[config.mk]
export PLATFORM = sky130hd
export DESIGN_NAME = pll_share_seq
export DESIGN_NICKNAME = d
export VERILOG_FILES = /design/src/rtl/pll_seq_pkg.sv /design/src/rtl/pll_req_arb.sv /design/src/rtl/pll_us_timer.sv /design/src/rtl/pll_seq_fsm.sv /design/src/rtl/pll_share_seq.sv
export SDC_FILE = /design/constraint.sdc
export NUM_CORES = 1
export LEC_CHECK = 0
export CAP_MARGIN = 10
export CORE_UTILIZATION = 40
export DETAILED_ROUTE_END_ITERATION = 7
export MAX_ROUTING_LAYER = met4
export PLACE_DENSITY = 0.73
export SYNTH_ARGS = -nofsm -noshare
export SYNTH_HDL_FRONTEND = slang
export SYNTH_SLANG_ARGS = --single-unit
[constraint.sdc]
create_clock -name clk_i -period 2.3 [get_ports clk_i]
set_input_delay 0.345 -clock clk_i [delete_from_list [all_inputs] [get_ports clk_i]]
set_output_delay 0.345 -clock clk_i [all_outputs]
set_load 0.005 [all_outputs]
[src/rtl/pll_seq_pkg.sv]
package pll_seq_pkg;
  typedef enum logic [2:0] {
    S_IDLE,
    S_PD,
    S_LOAD,
    S_EN,
    S_LOCK,
    S_OFF
  } seq_state_e;
endpackage

[src/rtl/pll_req_arb.sv]
module pll_req_arb #(
  parameter int NP = 2,
  parameter int PW = 1
) (
  input  logic          clk_i,
  input  logic          rst_ni,
  input  logic [NP-1:0] init_i,
  input  logic [NP-1:0] exit_i,
  input  logic [NP-1:0] busy_i,
  input  logic          take_i,
  output logic          req_vld_o,
  output logic [PW-1:0] req_port_o,
  output logic          req_exit_o
);
  logic [NP-1:0] pend_q, pexit_q;

  always_comb begin
    req_port_o = '0;
    for (int i = NP - 1; i >= 0; i--)
      if (pend_q[i]) req_port_o = PW'(i);
  end
  assign req_vld_o  = |pend_q;
  assign req_exit_o = pexit_q[req_port_o];

  for (genvar g = 0; g < NP; g++) begin : g_port
    logic acc, clr;
    assign acc = (init_i[g] | exit_i[g]) & ~pend_q[g] & ~busy_i[g];
    assign clr = take_i && (req_port_o == PW'(g));
    always_ff @(posedge clk_i or negedge rst_ni) begin
      if (!rst_ni) begin
        pend_q[g]  <= 1'b0;
        pexit_q[g] <= 1'b0;
      end else if (acc) begin
        pend_q[g]  <= 1'b1;
        pexit_q[g] <= ~init_i[g];  // init wins on a tie
      end else if (clr) begin
        pend_q[g] <= 1'b0;
      end
    end
  end
endmodule

[src/rtl/pll_us_timer.sv]
module pll_us_timer #(
  parameter int PD_US   = 5,
  parameter int LOCK_US = 100
) (
  input  logic clk_i,
  input  logic rst_ni,
  input  logic run_i,
  input  logic lock_i,
  input  logic tick_i,
  output logic done_o
);
  localparam int MAXT = (LOCK_US > PD_US) ? LOCK_US + 1 : PD_US + 1;
  localparam int CW   = $clog2(MAXT + 1) + 1;
  // one extra tick: first tick may land right after the window opens
  localparam logic [CW-1:0] PD_T   = CW'(PD_US + 1);
  localparam logic [CW-1:0] LOCK_T = CW'(LOCK_US + 1);

  logic [CW-1:0] cnt_q;

  assign done_o = cnt_q >= (lock_i ? LOCK_T : PD_T);

  always_ff @(posedge clk_i or negedge rst_ni) begin
    if (!rst_ni)               cnt_q <= '0;
    else if (!run_i)           cnt_q <= '0;
    else if (tick_i && !done_o) cnt_q <= cnt_q + 1'b1;
  end
endmodule

[src/rtl/pll_seq_fsm.sv]
module pll_seq_fsm
  import pll_seq_pkg::*;
#(
  parameter int NP    = 2,
  parameter int PW    = 1,
  parameter int CFG_W = 32
) (
  input  logic             clk_i,
  input  logic             rst_ni,
  input  logic             req_vld_i,
  input  logic [PW-1:0]    req_port_i,
  input  logic             req_exit_i,
  output logic             take_o,
  output logic [NP-1:0]    busy_o,
  input  logic             cfg_bad_i,
  input  logic [CFG_W-1:0] cfg_word_i,
  input  logic             pll_en_rb_i,
  input  logic             t_done_i,
  output logic             t_run_o,
  output logic             t_lock_o,
  output logic             pll_en_o,
  output logic             cfg_load_o,
  output logic [CFG_W-1:0] pll_cfg_o,
  output logic [NP-1:0]    ack_o,
  output logic [NP-1:0]    err_o,
  output logic [NP-1:0]    active_o
);
  seq_state_e       state_q;
  logic [PW-1:0]    port_q;
  logic             en_q, load_q;
  logic [CFG_W-1:0] cfg_q;
  logic [NP-1:0]    act_q, ack_q, err_q;
  logic [NP-1:0]    req_oh, port_oh;

  assign req_oh  = {{(NP-1){1'b0}}, 1'b1} << req_port_i;
  assign port_oh = {{(NP-1){1'b0}}, 1'b1} << port_q;

  assign take_o   = (state_q == S_IDLE) && req_vld_i;
  assign busy_o   = (state_q != S_IDLE) ? port_oh : '0;
  assign t_run_o  = (state_q == S_PD) || (state_q == S_LOCK) || (state_q == S_OFF);
  assign t_lock_o = (state_q == S_LOCK);

  always_ff @(posedge clk_i or negedge rst_ni) begin
    if (!rst_ni) begin
      state_q <= S_IDLE;
      port_q  <= '0;
      en_q    <= 1'b0;
      load_q  <= 1'b0;
      cfg_q   <= '0;
      act_q   <= '0;
      ack_q   <= '0;
      err_q   <= '0;
    end else begin
      ack_q  <= '0;
      err_q  <= '0;
      load_q <= 1'b0;
      unique case (state_q)
        S_IDLE: if (req_vld_i) begin
          port_q <= req_port_i;
          if (!req_exit_i) begin
            if (en_q && |act_q) begin
              act_q <= act_q | req_oh;
              ack_q <= req_oh;
            end else if (en_q) begin
              en_q    <= 1'b0;  // power-down pulse before reprogramming
              state_q <= S_PD;
            end else begin
              state_q <= S_LOAD;
            end
          end else begin
            act_q <= act_q & ~req_oh;
            if (|(act_q & ~req_oh)) begin
              ack_q <= req_oh;
            end else begin
              en_q    <= 1'b0;
              state_q <= S_OFF;
            end
          end
        end
        S_PD: if (t_done_i) state_q <= S_LOAD;
        S_LOAD: begin
          if (cfg_bad_i) begin
            err_q   <= port_oh;
            state_q <= S_IDLE;
          end else begin
            cfg_q   <= cfg_word_i;
            load_q  <= 1'b1;
            state_q <= S_EN;
          end
        end
        S_EN: begin
          en_q    <= 1'b1;
          state_q <= S_LOCK;
        end
        S_LOCK: if (t_done_i) begin
          if (pll_en_rb_i) begin
            act_q <= act_q | port_oh;
            ack_q <= port_oh;
          end else begin
            err_q <= port_oh;
          end
          state_q <= S_IDLE;
        end
        S_OFF: if (t_done_i) begin
          if (pll_en_rb_i) err_q <= port_oh;
          else             ack_q <= port_oh;
          state_q <= S_IDLE;
        end
        default: state_q <= S_IDLE;
      endcase
    end
  end

  assign pll_en_o   = en_q;
  assign cfg_load_o = load_q;
  assign pll_cfg_o  = cfg_q;
  assign ack_o      = ack_q;
  assign err_o      = err_q;
  assign active_o   = act_q;
endmodule

[src/rtl/pll_share_seq.sv]
module pll_share_seq #(
  parameter int NP      = 2,
  parameter int CFG_W   = 32,
  parameter int PD_US   = 5,
  parameter int LOCK_US = 100
) (
  input  logic             clk_i,
  input  logic             rst_ni,
  input  logic             tick_us_i,
  input  logic [NP-1:0]    init_i,
  input  logic [NP-1:0]    exit_i,
  output logic [NP-1:0]    ack_o,
  output logic [NP-1:0]    err_o,
  output logic [NP-1:0]    active_o,
  input  logic [CFG_W-1:0] cfg_word_i,
  input  logic             cfg_bad_i,
  output logic             cfg_load_o,
  output logic [CFG_W-1:0] pll_cfg_o,
  output logic             pll_en_o,
  input  logic             pll_en_rb_i
);
  localparam int PW = (NP > 1) ? $clog2(NP) : 1;

  logic          req_vld, req_exit, take, t_run, t_lock, t_done;
  logic [PW-1:0] req_port;
  logic [NP-1:0] busy;

  pll_req_arb #(.NP(NP), .PW(PW)) u_arb (
    .clk_i, .rst_ni, .init_i, .exit_i,
    .busy_i(busy), .take_i(take),
    .req_vld_o(req_vld), .req_port_o(req_port), .req_exit_o(req_exit)
  );

  pll_us_timer #(.PD_US(PD_US), .LOCK_US(LOCK_US)) u_tmr (
    .clk_i, .rst_ni, .run_i(t_run), .lock_i(t_lock),
    .tick_i(tick_us_i), .done_o(t_done)
  );

  pll_seq_fsm #(.NP(NP), .PW(PW), .CFG_W(CFG_W)) u_fsm (
    .clk_i, .rst_ni,
    .req_vld_i(req_vld), .req_port_i(req_port), .req_exit_i(req_exit),
    .take_o(take), .busy_o(busy),
    .cfg_bad_i, .cfg_word_i, .pll_en_rb_i,
    .t_done_i(t_done), .t_run_o(t_run), .t_lock_o(t_lock),
    .pll_en_o, .cfg_load_o, .pll_cfg_o, .ack_o, .err_o, .active_o
  );
endmodule

Word-level counts from Yosys, hierarchy flattened --
Cells that the tools add are included.
Storage, ports and cells: register bits 56, output and inout port bits 40, logic and storage cells 118
Cells by class: $add $sub $neg 1, $lt $le $gt $ge 2, equal/unequal tests 14, shifts and indexed selects 2, multiplexer cells 45, bitwise gates (word level) 18, reduce and logical (&&, ||, !) cells 23
Operator list (count):
- 2-bit 2-to-1 mux | 17
- 3-bit 2-to-1 mux | 6
- 8-bit 2-to-1 mux | 2
- 3-bit case mux with 5 select lines | 1
- 1-bit 2-to-1 mux | 14
- 2-bit case mux with 3 select lines | 2
- 5-bit AND reduction | 2
- 8-bit by 1-bit adder with 8-bit output (second input constant) | 1
- 8-bit >= comparator | 1
- 2-bit != test (second input constant) | 4
- 1-bit inverter | 8
- 2-bit nonzero test | 4
- 2-bit OR reduction | 4
- 7-bit 2-to-1 mux | 1
- 3-bit by 2-bit == test with 1-bit output (second input constant) | 2
- 3-bit == test (second input constant) | 2
- 3-bit by 2-bit != test with 1-bit output (second input constant) | 2
- 1-bit logical AND | 5
- 1-bit AND | 4
- 2-bit by 1-bit != test with 1-bit output (second input constant) | 2
- 2-bit OR | 2
- 2-bit case mux with 2 select lines | 1
- 2-bit AND reduction | 2
- 4-bit AND reduction | 1
- other kinds (12) | 15

Depth between registers and ports, before layout --
depth in word-level cells 10, mapped depth 10

By module --
From an unflattened synthesis, not the netlist that was laid out.
Second synthesis, totals: cell total of the unflattened synthesis 220, area, all modules 2656.3 µm²
Modules (own cells, without submodules):
- pll_seq_fsm | instances 1, cells an instance 146, area an instance 1908.1 µm², sequential area each 1101.1 µm²
- pll_us_timer | instances 1, cells an instance 56, area an instance 536.8 µm², sequential area each 200.2 µm²
- pll_req_arb | instances 1, cells an instance 18, area an instance 211.5 µm², sequential area each 100.1 µm²

Worst setup path after synthesis --
No wires, ideal clock.
kind register to register, start point register u_fsm.state_q[2], end point register u_tmr.cnt_q[4], library setup time 0.066 ns, arrival time 2.335 ns, setup slack -0.101 ns, stages on the path, launching flop included 11, path buffers 1, period minus slack after synthesis 2.401 ns, cells stage by stage dfrtp_1 buf_6 inv_2 or3_4 clkinv_2 ha_1 nand2b_1 a211oi_1 o21ai_2 or4_1 nand2_1
On the way: word-level cells in the longest chain between the ends 6
Ends and longest elaborated chain:
- from (decl) | line pll_seq_fsm.sv:28 | seq_state_e state_q;
- from (signal assigned) | line pll_seq_fsm.sv:45 | state_q <= S_IDLE;
- from (signal assigned) | line pll_seq_fsm.sv:66 | state_q <= S_PD;
- from (signal assigned) | line pll_seq_fsm.sv:68 | state_q <= S_LOAD;
- 3-bit == test | line pll_seq_fsm.sv:40, pll_seq_fsm.sv:41
- 7-bit 2-to-1 mux | line pll_us_timer.sv:20 | assign done_o = cnt_q >= (lock_i ? LOCK_T : PD_T);
- 8-bit >= comparator | line pll_us_timer.sv:20
- 1-bit zero test | line pll_us_timer.sv:25 | else if (tick_i && !done_o) cnt_q <= cnt_q + 1'b1;
- 1-bit logical AND | line pll_us_timer.sv:25
- 2-bit != test (no line)
- to (signal assigned) | line pll_us_timer.sv:25
- to (decl) | line pll_us_timer.sv:18 | logic [CW-1:0] cnt_q;
Several ways; a longest one is shown, not always the timed one. A chain may end at the register's enable or synchronous reset.

Worst setup path in the final report --
start point register u_fsm.state_q[0], end point register u_tmr.cnt_q[3]
Same word-level chain as after synthesis.

==> impl_metrics.py <==
metrics = {
    "worst_setup_path": {
        "r2r-end": "u_tmr.cnt_q[3]$_DFFE_PN0P_",
        "crit_fanout": 4,
        "crit_path_start": "u_fsm.state_q[0]$_DFFE_PN0P_",
        "cp-start-kind": "register",
        "crit_end": "u_tmr.cnt_q[3]$_DFFE_PN0P_",
        "critical_path_class": "reg -> reg",
        "r2r_slack_ps": 40,
        "worstPathCellList": "or3_4 > clkinv_4 > ha_4 > nand2b_4 > a211o_4 > a211oi_1 > xnor2_1 > nor2_1",
        "reg2reg_from": "u_fsm.state_q[0]$_DFFE_PN0P_",
        "required_ps": 2470,
        "slowest_stage": "or3_4",
        "cp-end-kind": "register",
        "crit_path_max_incr_delay_ps": 440,
        "ff2ff_path_depth": 8,
        "critical_path.top_delay_family": "compound AO/OA/AOI/OAI gates",
        "path_buf_inv": 1,
        "cp_num_cells": 8,
        "cp.arrival_ps": 2430,
    },
    "floorplan": {
        "chipHeight_um": 83.6,
        "dieWidth_um": 83.6,
        "ios": 81,
        "dieArea_mm2": 0.00699,
        "design.core.area_mm2": 0.00639,
        "rows": 29,
        "start_util_pct": 41.7,
    },
    "sta": {
        "finalHoldViolations": 0,
        "fin_skew_ps": 13.3,
        "worst_pin_slew_ps": 614,
        "finalSetupViolations": 0,
        "finalSetupTns_ps": 0,
        "fin_crit_sh_pct": 98.3,
        "period_minus_slack_ps": 2260,
        "slew_headroom_pct": 59.1,
        "fmax_mhz": 443,
        "slew_viol_final": 0,
        "rsz0062_at_grt": "yes",
    },
    "cts": {
        "holdBufCountCts": 0,
        "clk_latency_ps": 310,
        "cts.path.max_buffers": 2,
        "clk_pin_slew_ps": 110,
        "clkSinkCount": 56,
        "cts_tree": "built",
        "root_buffer": "clkbuf_8",
        "cts_inserted_buffers": 5,
        "cts_max_level": 2,
    },
    "finish": {
        "layout-drive-gt1-share_pct": 25.0,
        "n_fill_cell": 537,
        "multi_input_area_mm2": 0.00126,
        "antennaDiodeCount": 0,
        "register_area_mm2": 0.00140,
        "finalNonFillerCells": 385,
        "nets": 353,
        "area_growth_pct": 42.6,
    },
    "route": {
        "num_vias": 2075,
        "first_pass_iters": 4,
        "drc": 0,
        "ant_nets": 0,
        "avgRoutedWirePerCell_um": 15.5,
        "via_per_inst": 5.39,
        "drt_iter0_drc": 145,
        "wl_mm": 5.96,
    },
    "global_routing": {
        "overflow": 0,
        "gr-usage-met3_pct": 3.96,
        "grt_pass1_wl_mm": 9.98,
        "antenna_found_initial": 0,
        "busiest_layer": "met2",
        "first_global_vias": 1992,
        "grtUsageMet1_pct": 24.6,
        "grtUsageMet2_pct": 28.0,
        "grt_max_degree": 34,
        "track_usage_pct": 18.2,
    },
    "hold_path": {
        "min_path_type": "in -> async",
    },
    "yosys": {
        "yosysTopAreaCellShare_pct": 52.6,
        "ys_ff_latch": 56,
        "yosysMostFrequentCell": "dfrtp_1",
        "synthesis.nets": 262,
        "yosysTopAreaCell": "dfrtp_1",
        "synth_flop_cell": "dfrtp_1",
        "synth_edf_count": 0,
        "postSynth.asyncResetShare_pct": 100,
        "ys_seq_area_share_pct": 52.6,
        "syn_inst": 216,
        "synth.avg_cell_area_um2": 12.3,
        "netlist_area_mm2": 0.00266,
        "synth_common_cells": "dfrtp_1, mux2_2, nor2_1",
        "synth.distinct_cells": 57,
        "synth_area_leaders": "dfrtp_1, mux2_2, ha_1",
        "ys_warn_count": 0,
    },
    "pwr": {
        "ir_drop_uv": 630,
        "p_leak_uw": 0.00156,
        "power_density_mw_per_mm2": 1170,
    },
    "placed_design": {
        "gp_congestion": 0.880,
        "placedCellCount": 375,
        "io_buffers": 80,
        "dp_hpwl_mm": 4.36,
    },
    "outcome": {
        "status": "finished, final reports clean",
    },
    "flow_run": {
        "drv_cap": 0,
    },
}
worst min-delay path by stage:
stage,to,cells after the start,startpoint,slack (ps)
global route,u_fsm.pll_cfg_o[2]$_DFFE_PN0P_,1,rst_ni,70
global placement,u_arb.pexit_q[0]$_DFFE_PN0P_,1,rst_ni,390
detailed placement,u_fsm.pll_cfg_o[2]$_DFFE_PN0P_,1,rst_ni,390
finish,u_fsm.pll_cfg_o[2]$_DFFE_PN0P_,1,rst_ni,30
floorplan,asynchronous set/reset pin,0,rst_ni,50
CTS,u_arb.pexit_q[1]$_DFFE_PN0P_,1,rst_ni,50
sequential cells by signal, indices dropped and copies added, names as in the netlist, named ones only:
| signal | count |
|---|---|
| u_arb.pend_q | 2 |
| u_arb.pexit_q | 2 |
| u_fsm.ack_o | 2 |
| u_fsm.cfg_load_o | 1 |
| u_fsm.err_o | 2 |
| u_fsm.pll_cfg_o | 32 |
| u_fsm.pll_en_o | 1 |
| u_fsm.port_q | 1 |
| u_fsm.state_q | 3 |
| u_tmr.cnt_q | 8 |
report_power, final:
group	leakage (uW)	switching, uW	internal, uW	total, uW
Sequential	0.000695	271	1380	1650
Combinational	0.000808	880	1250	2130
Clock	0.0000558	325	330	655
Total	0.00156	1480	2960	4440
cell families (layout without fill, tap and decap cells):
kind of cell | count (synthesis) | after routing | share of synthesized area, %
xor+xnor | 6 | 6 | 1.97
fa+ha+maj | 5 | 5 | 2.35
simple gates | 51 | 51 | 11.1
compound gates | 50 | 50 | 14.7
buf+inv | 15 | 107 | 3.38
mux | 33 | 33 | 13.9
flops | 56 | 56 | 52.6
area by class of cell:
type                            instances  share of cell area (%)
Clock buffer                            6                    1.91
Clock inverter                          2                    1.02
Inverter                                7                   0.823
Multi-Input combinational cell        145                    33.2
Sequential cell                        56                    36.9
Tap cell                               77                    2.54
Timing Repair Buffer                   92                    23.6
worst register-to-register path: stages, from the launching register on:
cell      delay (ps)
dfrtp_1          390
or3_4            440
clkinv_4          80
ha_4             180
nand2b_4         150
a211o_4          380
a211oi_1         290
xnor2_1          150
nor2_1            50
stage by stage:
stage               instance area, um2  total power (uW)  util [%]  setup slack [ps]  hold slack [ps]
detailed placement                3610              3730      56.5             -24.0              391
finish                            3800              4440      59.5              40.2             30.6
floorplan                         2690              2740         -             -43.9             49.4
global route                      3800              4740      59.5             -63.2             74.9
CTS                               3790              4470      59.4              32.6             48.1
global placement                  3610              3670      56.5              39.1              391
placed cells by master, fill, tap and decap left out, types with 5 or more instances in the layout:
cell type	instances
buf_4	11
o21ai_0	6
a21oi_1	10
clkdlybuf4s50_1	79
xnor2_1	6
nor2_1	16
nand2_1	11
dfrtp_1	56
clkbuf_8	5
mux2_2	32
per-layer routing:
layer	vias to the layer above	wire, um
met4	0	50
met1	1008	2700
met3	7	362
li1	986	-
met5	-	0
met2	74	2850
timing repair:
item,CTS,global route
resized for setup,11,0
gates cloned,0,0
setup buffers,1,1
setup endpoints to repair,5,14
pin swaps,4,3
Note: power is estimated with default switching activity, not from simulation.
